--- src/rtl/mdio_frame_pkg.sv ---
package mdio_frame_pkg;
  localparam int PRE_BITS   = 32;
  localparam int DATA_W     = 16;
  localparam int ADDR_W     = 5;
  localparam int HDR_BITS   = 2 + 2 + ADDR_W + ADDR_W;
  localparam int TA_POS     = PRE_BITS + HDR_BITS;
  localparam int DATA_POS   = TA_POS + 2;
  localparam int FRAME_BITS = DATA_POS + DATA_W;
  localparam int CNT_W      = $clog2(FRAME_BITS);
  localparam int CMD_W      = 32;
  localparam int GO_BIT     = 20;
  localparam int REG_LSB    = 0;
  localparam int PHY_LSB    = 5;
  localparam int OP_LSB     = 10;
  localparam int ST_LSB     = 12;

  localparam logic [1:0] OP_READ  = 2'b10;
  localparam logic [1:0] TA_WRITE = 2'b10;

  typedef struct packed {
    logic load;    // latch a new frame image
    logic shift;   // falling MDC: advance to next bit
    logic sample;  // rising MDC in read data field
    logic finish;  // end of read: commit captured word
  } seqStrobe_t;
endpackage

--- src/rtl/mdio_seq_ctrl.sv ---
module mdio_seq_ctrl
  import mdio_frame_pkg::*;
#(
  parameter int DIV_W = 8
) (
  input  logic              clk,
  input  logic              rstN,
  input  logic              cmdWrite,
  input  logic [CMD_W-1:0]  cmdWord,
  input  logic [DIV_W-1:0]  mdcHalf,
  output logic [CMD_W-1:0]  cmdStatus,
  output logic              busy,
  output logic              mdc,
  output logic              mdioOe,
  output seqStrobe_t        stb
);
  localparam logic [CNT_W-1:0] TA_IDX   = CNT_W'(TA_POS);
  localparam logic [CNT_W-1:0] DATA_IDX = CNT_W'(DATA_POS);
  localparam logic [CNT_W-1:0] LAST_IDX = CNT_W'(FRAME_BITS - 1);

  logic [CMD_W-1:0] cmdReg;
  logic [DIV_W-1:0] divCnt;
  logic [DIV_W-1:0] halfEff;
  logic [CNT_W-1:0] bitCnt;
  logic [CNT_W-1:0] nextCnt;
  logic             mdcReg, oeReg, isRead;
  logic             startNow, tick, riseNow, fallNow, lastBit, doneNow, shiftNow;

  assign halfEff  = (mdcHalf == '0) ? DIV_W'(1) : mdcHalf;
  assign startNow = cmdWrite && cmdWord[GO_BIT] && !busy;
  assign tick     = busy && (divCnt == halfEff - DIV_W'(1));
  assign riseNow  = tick && !mdcReg;
  assign fallNow  = tick && mdcReg;
  assign lastBit  = (bitCnt == LAST_IDX);
  assign doneNow  = fallNow && lastBit;
  assign shiftNow = fallNow && !lastBit;
  assign nextCnt  = bitCnt + CNT_W'(1);

  always_comb begin
    stb.load   = startNow;
    stb.shift  = shiftNow;
    stb.sample = riseNow && isRead && (bitCnt >= DATA_IDX);
    stb.finish = doneNow && isRead;
  end

  always_ff @(posedge clk) begin
    if (!rstN) begin
      cmdReg <= '0;
      busy   <= 1'b0;
      divCnt <= '0;
      bitCnt <= '0;
      mdcReg <= 1'b0;
      oeReg  <= 1'b0;
      isRead <= 1'b0;
    end else if (startNow) begin
      cmdReg <= cmdWord;
      busy   <= 1'b1;
      isRead <= (cmdWord[OP_LSB +: 2] == OP_READ);
      divCnt <= '0;
      bitCnt <= '0;
      mdcReg <= 1'b0;
      oeReg  <= 1'b1;
    end else if (cmdWrite && !busy) begin
      cmdReg <= cmdWord;
    end else if (busy) begin
      if (tick) begin
        divCnt <= '0;
        mdcReg <= !mdcReg;
      end else begin
        divCnt <= divCnt + DIV_W'(1);
      end
      if (shiftNow) begin
        bitCnt <= nextCnt;
        if (isRead && nextCnt >= TA_IDX) oeReg <= 1'b0;
      end
      if (doneNow) begin
        busy  <= 1'b0;
        oeReg <= 1'b0;
      end
    end
  end

  always_comb begin
    cmdStatus         = cmdReg;
    cmdStatus[GO_BIT] = busy;
  end

  assign mdc    = mdcReg;
  assign mdioOe = oeReg;

  assert_idle_quiet_R8: assert property (@(posedge clk) disable iff (!rstN)
    !busy |-> (!mdcReg && !oeReg));

  assert_go_clear_R3: assert property (@(posedge clk) disable iff (!rstN)
    $fell(busy) |-> ($past(bitCnt) == LAST_IDX && $past(mdcReg)));

  assert_read_release_R4: assert property (@(posedge clk) disable iff (!rstN)
    (busy && isRead && bitCnt >= TA_IDX) |-> !oeReg);

  assert_busy_hold_R7: assert property (@(posedge clk) disable iff (!rstN)
    (busy && cmdWrite && !doneNow) |=> (busy && $stable(cmdReg)));
endmodule

--- src/rtl/mdio_shift_path.sv ---
module mdio_shift_path
  import mdio_frame_pkg::*;
(
  input  logic                clk,
  input  logic                rstN,
  input  seqStrobe_t          stb,
  input  logic [1:0]          startCode,
  input  logic [1:0]          opCode,
  input  logic [ADDR_W-1:0]   phyAddr,
  input  logic [ADDR_W-1:0]   regAddr,
  input  logic                dataWrite,
  input  logic [DATA_W-1:0]   dataWord,
  input  logic                mdioIn,
  output logic                mdioOut,
  output logic [2*DATA_W-1:0] dataReg
);
  logic [FRAME_BITS-1:0] shiftReg;
  logic [FRAME_BITS-1:0] frameImg;
  logic [DATA_W-1:0]     capReg;
  logic                  readOp;

  assign readOp = (opCode == OP_READ);

  always_comb begin
    frameImg = {{PRE_BITS{1'b1}}, startCode, opCode, phyAddr, regAddr,
                readOp ? 2'b11 : TA_WRITE,
                readOp ? {DATA_W{1'b1}} : dataReg[DATA_W-1:0]};
  end

  always_ff @(posedge clk) begin
    if (!rstN) begin
      shiftReg <= '0;
      capReg   <= '0;
      dataReg  <= '0;
    end else begin
      if (stb.load)       shiftReg <= frameImg;
      else if (stb.shift) shiftReg <= {shiftReg[FRAME_BITS-2:0], 1'b1};
      if (stb.sample)     capReg   <= {capReg[DATA_W-2:0], mdioIn};
      if (dataWrite)      dataReg[DATA_W-1:0] <= dataWord;
      if (stb.finish)     dataReg[2*DATA_W-1:DATA_W] <= capReg;
    end
  end

  assign mdioOut = shiftReg[FRAME_BITS-1];

  assert_high_half_R5: assert property (@(posedge clk) disable iff (!rstN)
    !$past(stb.finish) |-> $stable(dataReg[2*DATA_W-1:DATA_W]));
endmodule

--- src/rtl/mdio_frame_master.sv ---
module mdio_frame_master
  import mdio_frame_pkg::*;
#(
  parameter int DIV_W = 8
) (
  input  logic                clk,
  input  logic                rstN,
  input  logic                cmdWrite,
  input  logic [CMD_W-1:0]    cmdWord,
  output logic [CMD_W-1:0]    cmdStatus,
  input  logic                dataWrite,
  input  logic [DATA_W-1:0]   dataWord,
  output logic [2*DATA_W-1:0] dataReg,
  input  logic [DIV_W-1:0]    mdcHalf,
  output logic                mdc,
  output logic                mdioOut,
  output logic                mdioOe,
  input  logic                mdioIn
);
  seqStrobe_t stb;
  logic       busyW;

  mdio_seq_ctrl #(.DIV_W(DIV_W)) uCtrl (
    .clk(clk), .rstN(rstN), .cmdWrite(cmdWrite), .cmdWord(cmdWord),
    .mdcHalf(mdcHalf), .cmdStatus(cmdStatus), .busy(busyW),
    .mdc(mdc), .mdioOe(mdioOe), .stb(stb)
  );

  mdio_shift_path uPath (
    .clk(clk), .rstN(rstN), .stb(stb),
    .startCode(cmdWord[ST_LSB +: 2]), .opCode(cmdWord[OP_LSB +: 2]),
    .phyAddr(cmdWord[PHY_LSB +: ADDR_W]), .regAddr(cmdWord[REG_LSB +: ADDR_W]),
    .dataWrite(dataWrite), .dataWord(dataWord), .mdioIn(mdioIn),
    .mdioOut(mdioOut), .dataReg(dataReg)
  );

  assert_mdio_edge_R6: assert property (@(posedge clk) disable iff (!rstN)
    (!$fell(mdc) && !$rose(busyW)) |-> $stable(mdioOut));
endmodule

--- config.mk ---
export PLATFORM = sky130hd
export DESIGN_NAME = mdio_frame_master
export DESIGN_NICKNAME = d
export VERILOG_FILES = /design/src/rtl/mdio_frame_pkg.sv /design/src/rtl/mdio_seq_ctrl.sv /design/src/rtl/mdio_shift_path.sv /design/src/rtl/mdio_frame_master.sv
export SDC_FILE = /design/constraint.sdc
export NUM_CORES = 1
export LEC_CHECK = 0
export ABC_AREA = 1
export BUFFER_PORTS_ARGS = -buffer_cell sky130_fd_sc_hd__clkbuf_2
export CORE_MARGIN = 8
export CORE_UTILIZATION = 40
export CTS_CLUSTER_SIZE = 20
export DETAILED_ROUTE_END_ITERATION = 16
export GPL_ROUTABILITY_DRIVEN = 0
export PLACE_DENSITY_LB_ADDON = 0.2
export SLEW_MARGIN = 20
export SYNTH_ARGS = -nofsm -noshare
export SYNTH_HDL_FRONTEND = slang
export SYNTH_HIERARCHICAL = 1
export SYNTH_SLANG_ARGS = --single-unit
export TNS_END_PERCENT = 10
--- constraint.sdc ---
create_clock -name clk -period 3.6 [get_ports clk]
set_input_delay 0.72 -clock clk [delete_from_list [all_inputs] [get_ports clk]]
set_output_delay 0.72 -clock clk [all_outputs]
set_load 0.1 [all_outputs]
==> out/results.txt, run 1 <==
Post-Route Setup TNS: 0 ns
PwrDens: 553 nW/um^2
Maxcap violations: 0
Compound-cell area share of the yosys netlist: 0.107
Hold_sp: uPath/dataReg[4]$_SDFFE_PN0P_
Worst setup EP type: flop
NumNets Final: 1130
R2R Path End: uPath/shiftReg[2]$_SDFFE_PN0P_
Worst slew margin: 0.403
Worst EP arrival: 3.40 ns
Setup violations, final: 0
Count leader, synth: nor2_1
Area share of the largest cell type after synthesis: 0.480
Clock Tree Root: clkbuf_16
R2r setup slk: 0.87 ns
Clk buf depth: 2
FF-to-FF path depth: 13
Area occupied by multi-input gates: 2940 sq um
Initial Util: 0.407
CTS tree: done
Worst slew pin tran: 0.895 ns
Fin crit period: 3.09 ns
Total power: 4.52 mW
Antenna violations before repair: 0
Diode count: 0
Total iterations of the first detailed-routing run: 5
Postcts setup bufs: 0
Largest net degree at the start of global routing: 63
Outcome: complete, no violations
WP data required: 3.91 ns
GRT Util Overall: 0.159
H-tree levels: 4
Clock Sinks: 161
Top cells by area, synth: dfxtp_1 48%, nor2_1 14%, o21ai_0 8.3%, nand2_1 8.2%, nand3_1 4.5%
Fillers: 1678
P_leak: 4.16 nW
Post-Synth Adder-Cell Area: 0.00745
DR iter-0 viols: 411
Most used DFF post-synth: dfxtp_1
Chip width: 146 um
Area of the core: 16500 sq um
XOR/XNOR Fraction of Synth Area: 0.0195
Post-synth EDFFs: 0
Die H: 146 um
Fmax: 324 MHz
Mean area per synthesized cell: 7.07 sq um
R2r startpoint: uCtrl/bitCnt[0]$_SDFFE_PP0P_
YS warnings: 6
Number of synthesized register bits: 161
Clock Latency Late Sink: 0.42 ns
Period utilization: 0.858
WL/cell: 12.8 um
Unrepaired setup endpoints after global routing: no
Layout area overhead: 21.7%
Startpoint types: input port
Final hold violation count: 0
Seq/Total Area, Yosys: 0.480
Synth area leader: dfxtp_1
Simple-gate share of the synthesized area: 0.302
I/O Pins: 128
Non-Filler Instances: 1297
Top post-synthesis cells by count: 254 x nor2_1, 161 x dfxtp_1, 147 x nand2_1
Number of buffers added on ports: 127
DR vias: 6136
Gr ovfl total: 0
Post-Layout Inst Area: 8180 sq um
Skew final: 0.00739 ns
Register area: 3220 sq um
Synthesized area: 6720 sq um
Num CTS Buffers: 17
Vias per inst: 4.73
Mux contribution to synthesized area: 0
Post-Synthesis Cells: 951
Post-Place Cells: 1266
Hold path depth: 2
Die ar.: 21200 sq um
CP Max Fanout: 16
Slew Viols, Final: 0
DRC violation count after routing: 0
Async set-or-reset flop fraction in the synthesized netlist: 0
Share of layout cells above drive strength 1: 0.182
Hold_buf cts: 0
Num rows: 47
Kind of critical path: input port to flop
Clock transition at path regs: 0.06 ns
Largest family of logic cells by synthesized area: simple AND/OR/NAND/NOR gates
Resize count post-CTS: 0
Synthesized Nets: 1016
Placed inst area: 7530 sq um
Worst min-delay path class: flop to flop
Total routed wirelength: 16.6 mm
Endpoint, Worst Hold: uPath/dataReg[4]$_SDFFE_PN0P_
Detailed placement HPWL: 11.4 mm
Vias in the first global route: 5770
Peak supply drop: 358 uV
Global-route wire length before repair: 28.3 mm
Antenna viol nets, final: 0
Library cells used by synthesis: 27
[area by class of cell]
| cell class | instances | share of cell area |
|---|---|---|
| multi-input combinational | 654 | 0.360 |
| inverter | 86 | 0.0395 |
| sequential | 161 | 0.394 |
| clock buffer | 18 | 0.0525 |
| clock inverter | 13 | 0.0259 |
| timing repair buffer | 145 | 0.0946 |
| tap | 220 | 0.0337 |
[metrics by stage]
stage / hold slack [ns] / utilization / setup WS [ns]
2_1_floorplan: 0.450 / - / 0.396
3_3_place_gp: 0.461 / 0.456 / 0.0978
3_5_place_dp: 0.466 / 0.456 / 0.117
4_1_cts: 0.475 / 0.495 / 0.549
5_1_grt: 0.497 / 0.495 / 0.189
6_report: 0.469 / 0.495 / 0.512
[worst max path at each step]
stage | startpoint | to | slack (ns) | cells past startpoint
final | mdcHalf[3] | uPath/dataReg[25]$_SDFFE_PN0P_ | 0.51 | 22
after global placement | mdcHalf[3] | uPath/dataReg[19]$_SDFFE_PN0P_ | 0.1 | 22
after global routing | mdcHalf[3] | uPath/dataReg[25]$_SDFFE_PN0P_ | 0.19 | 22
after CTS | mdcHalf[3] | uPath/dataReg[29]$_SDFFE_PN0P_ | 0.55 | 22
after detailed placement | mdcHalf[3] | uPath/dataReg[31]$_SDFFE_PN0P_ | 0.12 | 22
after floorplan | mdcHalf[2] | uPath/dataReg[21]$_SDFFE_PN0P_ | 0.40 | 21
[critical path, stage by stage]
cell and delay [ns]:
clkbuf_2 0.12, nor2_2 0.17, nand2_2 0.10, nor2_4 0.11, nor2_4 0.05, ha_1 0.25, inv_1 0.10, nand2_1 0.05
nand2_1 0.08, xor2_1 0.14, nand3_1 0.09, nor2_2 0.12, nand2_2 0.06, nor2_4 0.14, buf_4 0.16, inv_2 0.05
nor2_2 0.11, nand2_1 0.10, nor2_1 0.16, inv_1 0.27, nor2_1 0.19, nor2_1 0.06
[placed cells by master, fill, tap and decap left out, drive strengths merged, types with 6 or more instances in the layout]
cell and instances:
nor3 6, inv 87, nand3 62, o21ai 115, nor2 262, buf 19, dfxtp 161, xor2 12
clkbuf 144, a21oi 23, nand4 9, nand2 153
[power breakdown]
| part | internal [mW] | total [mW] | switching [mW] |
|---|---|---|---|
| clock | 1.23 | 1.95 | 0.723 |
| combinational | 0.136 | 0.657 | 0.521 |
| sequential | 1.87 | 1.92 | 0.0449 |
[cells by family (layout without fill, tap and decap cells)]
kind of cell | Yosys count | in the layout
buffers and inverters | 136 | 262
AND/OR/NAND/NOR | 493 | 493
flip-flops | 161 | 161
XOR/XNOR | 15 | 15
AO/OA/AOI/OAI | 142 | 142
adder cells (fa/ha/maj) | 4 | 4
[flip-flops by register name, summed over array words and instances (netlist names)]
signal          count
uPath/shiftReg     64
uPath/dataReg      32
uCtrl/cmdReg       31
uPath/capReg       16
uCtrl/divCnt        8
uCtrl/bitCnt        6
uCtrl/busy          1
uCtrl/isRead        1
uCtrl/mdc           1
uCtrl/mdioOe        1
[layer usage]
layer,routed length (um),GRT usage
met5,0,0
met4,222,0.0552
met3,864,0.0519
met2,6980,0.239
met1,8500,0.208
(Power assumes the default switching activity.)
==> inputs of run 2 (changes only) <==
- CORE_MARGIN: 8 -> 2
==> run 2 against run 1 <==
Against the previous run: worst setup slack better by 0.050 ns; first-iteration DRC count down 6.3%; via count is 0.80% lower; global-route usage increased by 2.1 points; critical path depth fell by 1; clock-buffer cell count rose by 5; sequential cell count did not move; largest cell class unchanged; largest power group is now sequential cells.
==> out/results.txt, run 2 (synthesis results as in run 1) <==
Most frequent cells in the layout: 253 x nor2_1, 161 x dfxtp_1, 147 x nand2_1 (unchanged)
Final hold violation count: 0 (unchanged)
Max FFs per register: 64 (unchanged)
Num CTS Buffers: 17 (unchanged)
DRC violation count after routing: 0 (unchanged)
Reg with most FFs: uPath/shiftReg (unchanged)
Buf+Inv Stages, Crit Path: 4 (was 5)
Area of the core: 16500 sq um (unchanged)
Antenna viol nets, final: 0 (unchanged)
Post-Route Setup TNS: 0 ns (unchanged)
Die ar.: 17900 sq um (was 21200 sq um)
Number of buffers added on ports: 127 (unchanged)
DR iter-0 viols: 385 (was 411)
CP peak stage delay: 0.25 ns (was 0.27 ns)
WP data required: 3.91 ns (about the same)
CTS tree: done (unchanged)
Layout area overhead: 19.7% (was 21.7%)
Global-route wire length before repair: 26.2 mm (was 28.3 mm)
Worst slew pin tran: 0.993 ns (was 0.895 ns)
Die H: 134 um (was 146 um)
Chip width: 134 um (was 146 um)
Final hold slack: 0.476 ns (was 0.469 ns)
WL/cell: 12.0 um (was 12.8 um)
Unrepaired setup endpoints after global routing: no (unchanged)
Share of layout cells above drive strength 1: 0.175 (was 0.182)
Maxcap violations: 0 (unchanged)
Peak supply drop: 337 uV (was 358 uV)
H-tree levels: 4 (unchanged)
PwrDens: 523 nW/um^2 (was 553 nW/um^2)
Kind of critical path: input port to flop (unchanged)
Fmax: 329 MHz (was 324 MHz)
CP startpoint: mdcHalf[2] (was mdcHalf[3])
Slowest library cell on the worst path: ha_1 (was inv_1)
Initial Util: 0.407 (unchanged)
Biggest regs: uPath/shiftReg x64, uPath/dataReg x32, uCtrl/cmdReg x31 (unchanged)
Worst path top cell family by delay: simple AND/OR/NAND/NOR gates (unchanged)
Fin crit period: 3.04 ns (was 3.09 ns)
Total iterations of the first detailed-routing run: 5 (unchanged)
NumNets Final: 1126 (was 1130)
Postcts setup bufs: 0 (unchanged)
Clock Sinks: 161 (unchanged)
Antenna violations before repair: 0 (unchanged)
Total routed wirelength: 15.5 mm (was 16.6 mm)
Clk buf depth: 2 (unchanged)
R2r startpoint: uCtrl/bitCnt[0]$_SDFFE_PP0P_ (unchanged)
Largest net degree at the start of global routing: 74 (was 63)
Period utilization: 0.844 (was 0.858)
Commonest non-fill, non-tap cell in the layout: nor2_1 (unchanged)
Worst min-delay path class: flop to flop (unchanged)
Cell Chain, Critical Path: clkbuf_2 -> nor2_2 -> nand2_2 -> nor2_4 -> nor2_4 -> ha_1 -> inv_1 -> nand2_1 -> nand2_1 -> xor2_1 -> nand3_1 -> nor2_2 -> nand2_2 -> nor2_4 -> inv_2 -> nor2_2 -> nand2_1 -> nor2_1 -> inv_1 -> nor2_1 -> nor2_1 (was clkbuf_2 -> nor2_2 -> nand2_2 -> nor2_4 -> nor2_4 -> ha_1 -> inv_1 -> nand2_1 -> nand2_1 -> xor2_1 -> nand3_1 -> nor2_2 -> nand2_2 -> nor2_4 -> buf_4 -> inv_2 -> nor2_2 -> nand2_1 -> nor2_1 -> inv_1 -> nor2_1 -> nor2_1)
Startpoint types: input port (unchanged)
DR vias: 6087 (was 6136)
Worst setup EP type: flop (unchanged)
P_leak: 4.10 nW (was 4.16 nW)
Detailed placement HPWL: 10.4 mm (was 11.4 mm)
Hold_buf cts: 0 (unchanged)
Hold_sp: uPath/shiftReg[46]$_SDFFE_PN0P_ (was uPath/dataReg[4]$_SDFFE_PN0P_)
Skew final: 0.00536 ns (was 0.00739 ns)
Resize count post-CTS: 0 (unchanged)
Vias in the first global route: 5623 (was 5770)
I/O Pins: 128 (unchanged)
Clock Latency Late Sink: 0.41 ns (was 0.42 ns)
Clock Tree Root: clkbuf_16 (unchanged)
GRT Util Overall: 0.179 (was 0.159)
Setup violations, final: 0 (unchanged)
Gr ovfl total: 0 (unchanged)
Clock transition at path regs: 0.06 ns (about the same)
Slew Viols, Final: 0 (unchanged)
Worst EP arrival: 3.35 ns (was 3.40 ns)
Vias per inst: 4.71 (was 4.73)
Num rows: 47 (unchanged)
Worst slew margin: 0.337 (was 0.403)
Outcome: complete, no violations (unchanged)
Diode count: 0 (unchanged)
CP Max Fanout: 16 (unchanged)
-- run 2: metrics by stage --
stage / std cells / area (sq um) / setup WS (ns) / power (mW) / utilization
2_1_floorplan: 951 / 6720 / 0.396 / 2.47 / -
3_3_place_gp: 1262 / 7520 / 0.186 / 2.61 / 0.455
3_5_place_dp: 1262 / 7520 / 0.145 / 2.61 / 0.455
4_1_cts: 1291 / 8050 / 0.570 / 4.26 / 0.487
5_1_grt: 1291 / 8050 / 0.178 / 4.40 / 0.487
6_report: 1291 / 8050 / 0.562 / 4.21 / 0.487
-- run 2: cell type report --
cell class	instances	area [sq um]
fillers	1678	8480
flip-flops and latches	161	3220
multi-input cells	654	2940
repair buffers	141	756
clock buffers	23	468
inverters	86	323
well taps	220	275
clock inverters	6	60.1
-- run 2: routing by layer --
layer | GRT usage | part of all wire | vias up
li1 | - | - | 3205
met1 | 0.235 | 0.50 | 2717
met2 | 0.291 | 0.44 | 155
met3 | 0.0514 | 0.054 | 10
met4 | 0.0473 | 0.0078 | 0
met5 | 0 | 0 | -
-- run 2: path summary, 6_finish.rpt --
path / end / slack [ns] / cells past startpoint
max: uPath/dataReg[20]$_SDFFE_PN0P_ / 0.56 / 21
min: uPath/shiftReg[47]$_SDFFE_PN0P_ / 0.48 / 2
max reg2reg: uPath/shiftReg[23]$_SDFFE_PN0P_ / 0.99 / 14
min reg2reg: uPath/shiftReg[47]$_SDFFE_PN0P_ / 0.48 / 2
-- run 2: worst min-delay path: cells and delay by family (launching register included) --
kind          cells  cell delay (ns)
flops             1             0.32
simple gates      2             0.12
-- run 2: report_power, final --
group	total, mW	internal [mW]	switching [mW]	leakage (nW)
sequential	1.92	1.87	0.0453	1.32
clock	1.64	0.972	0.665	0.255
combinational	0.654	0.136	0.518	2.52
total	4.21	2.98	1.23	4.10
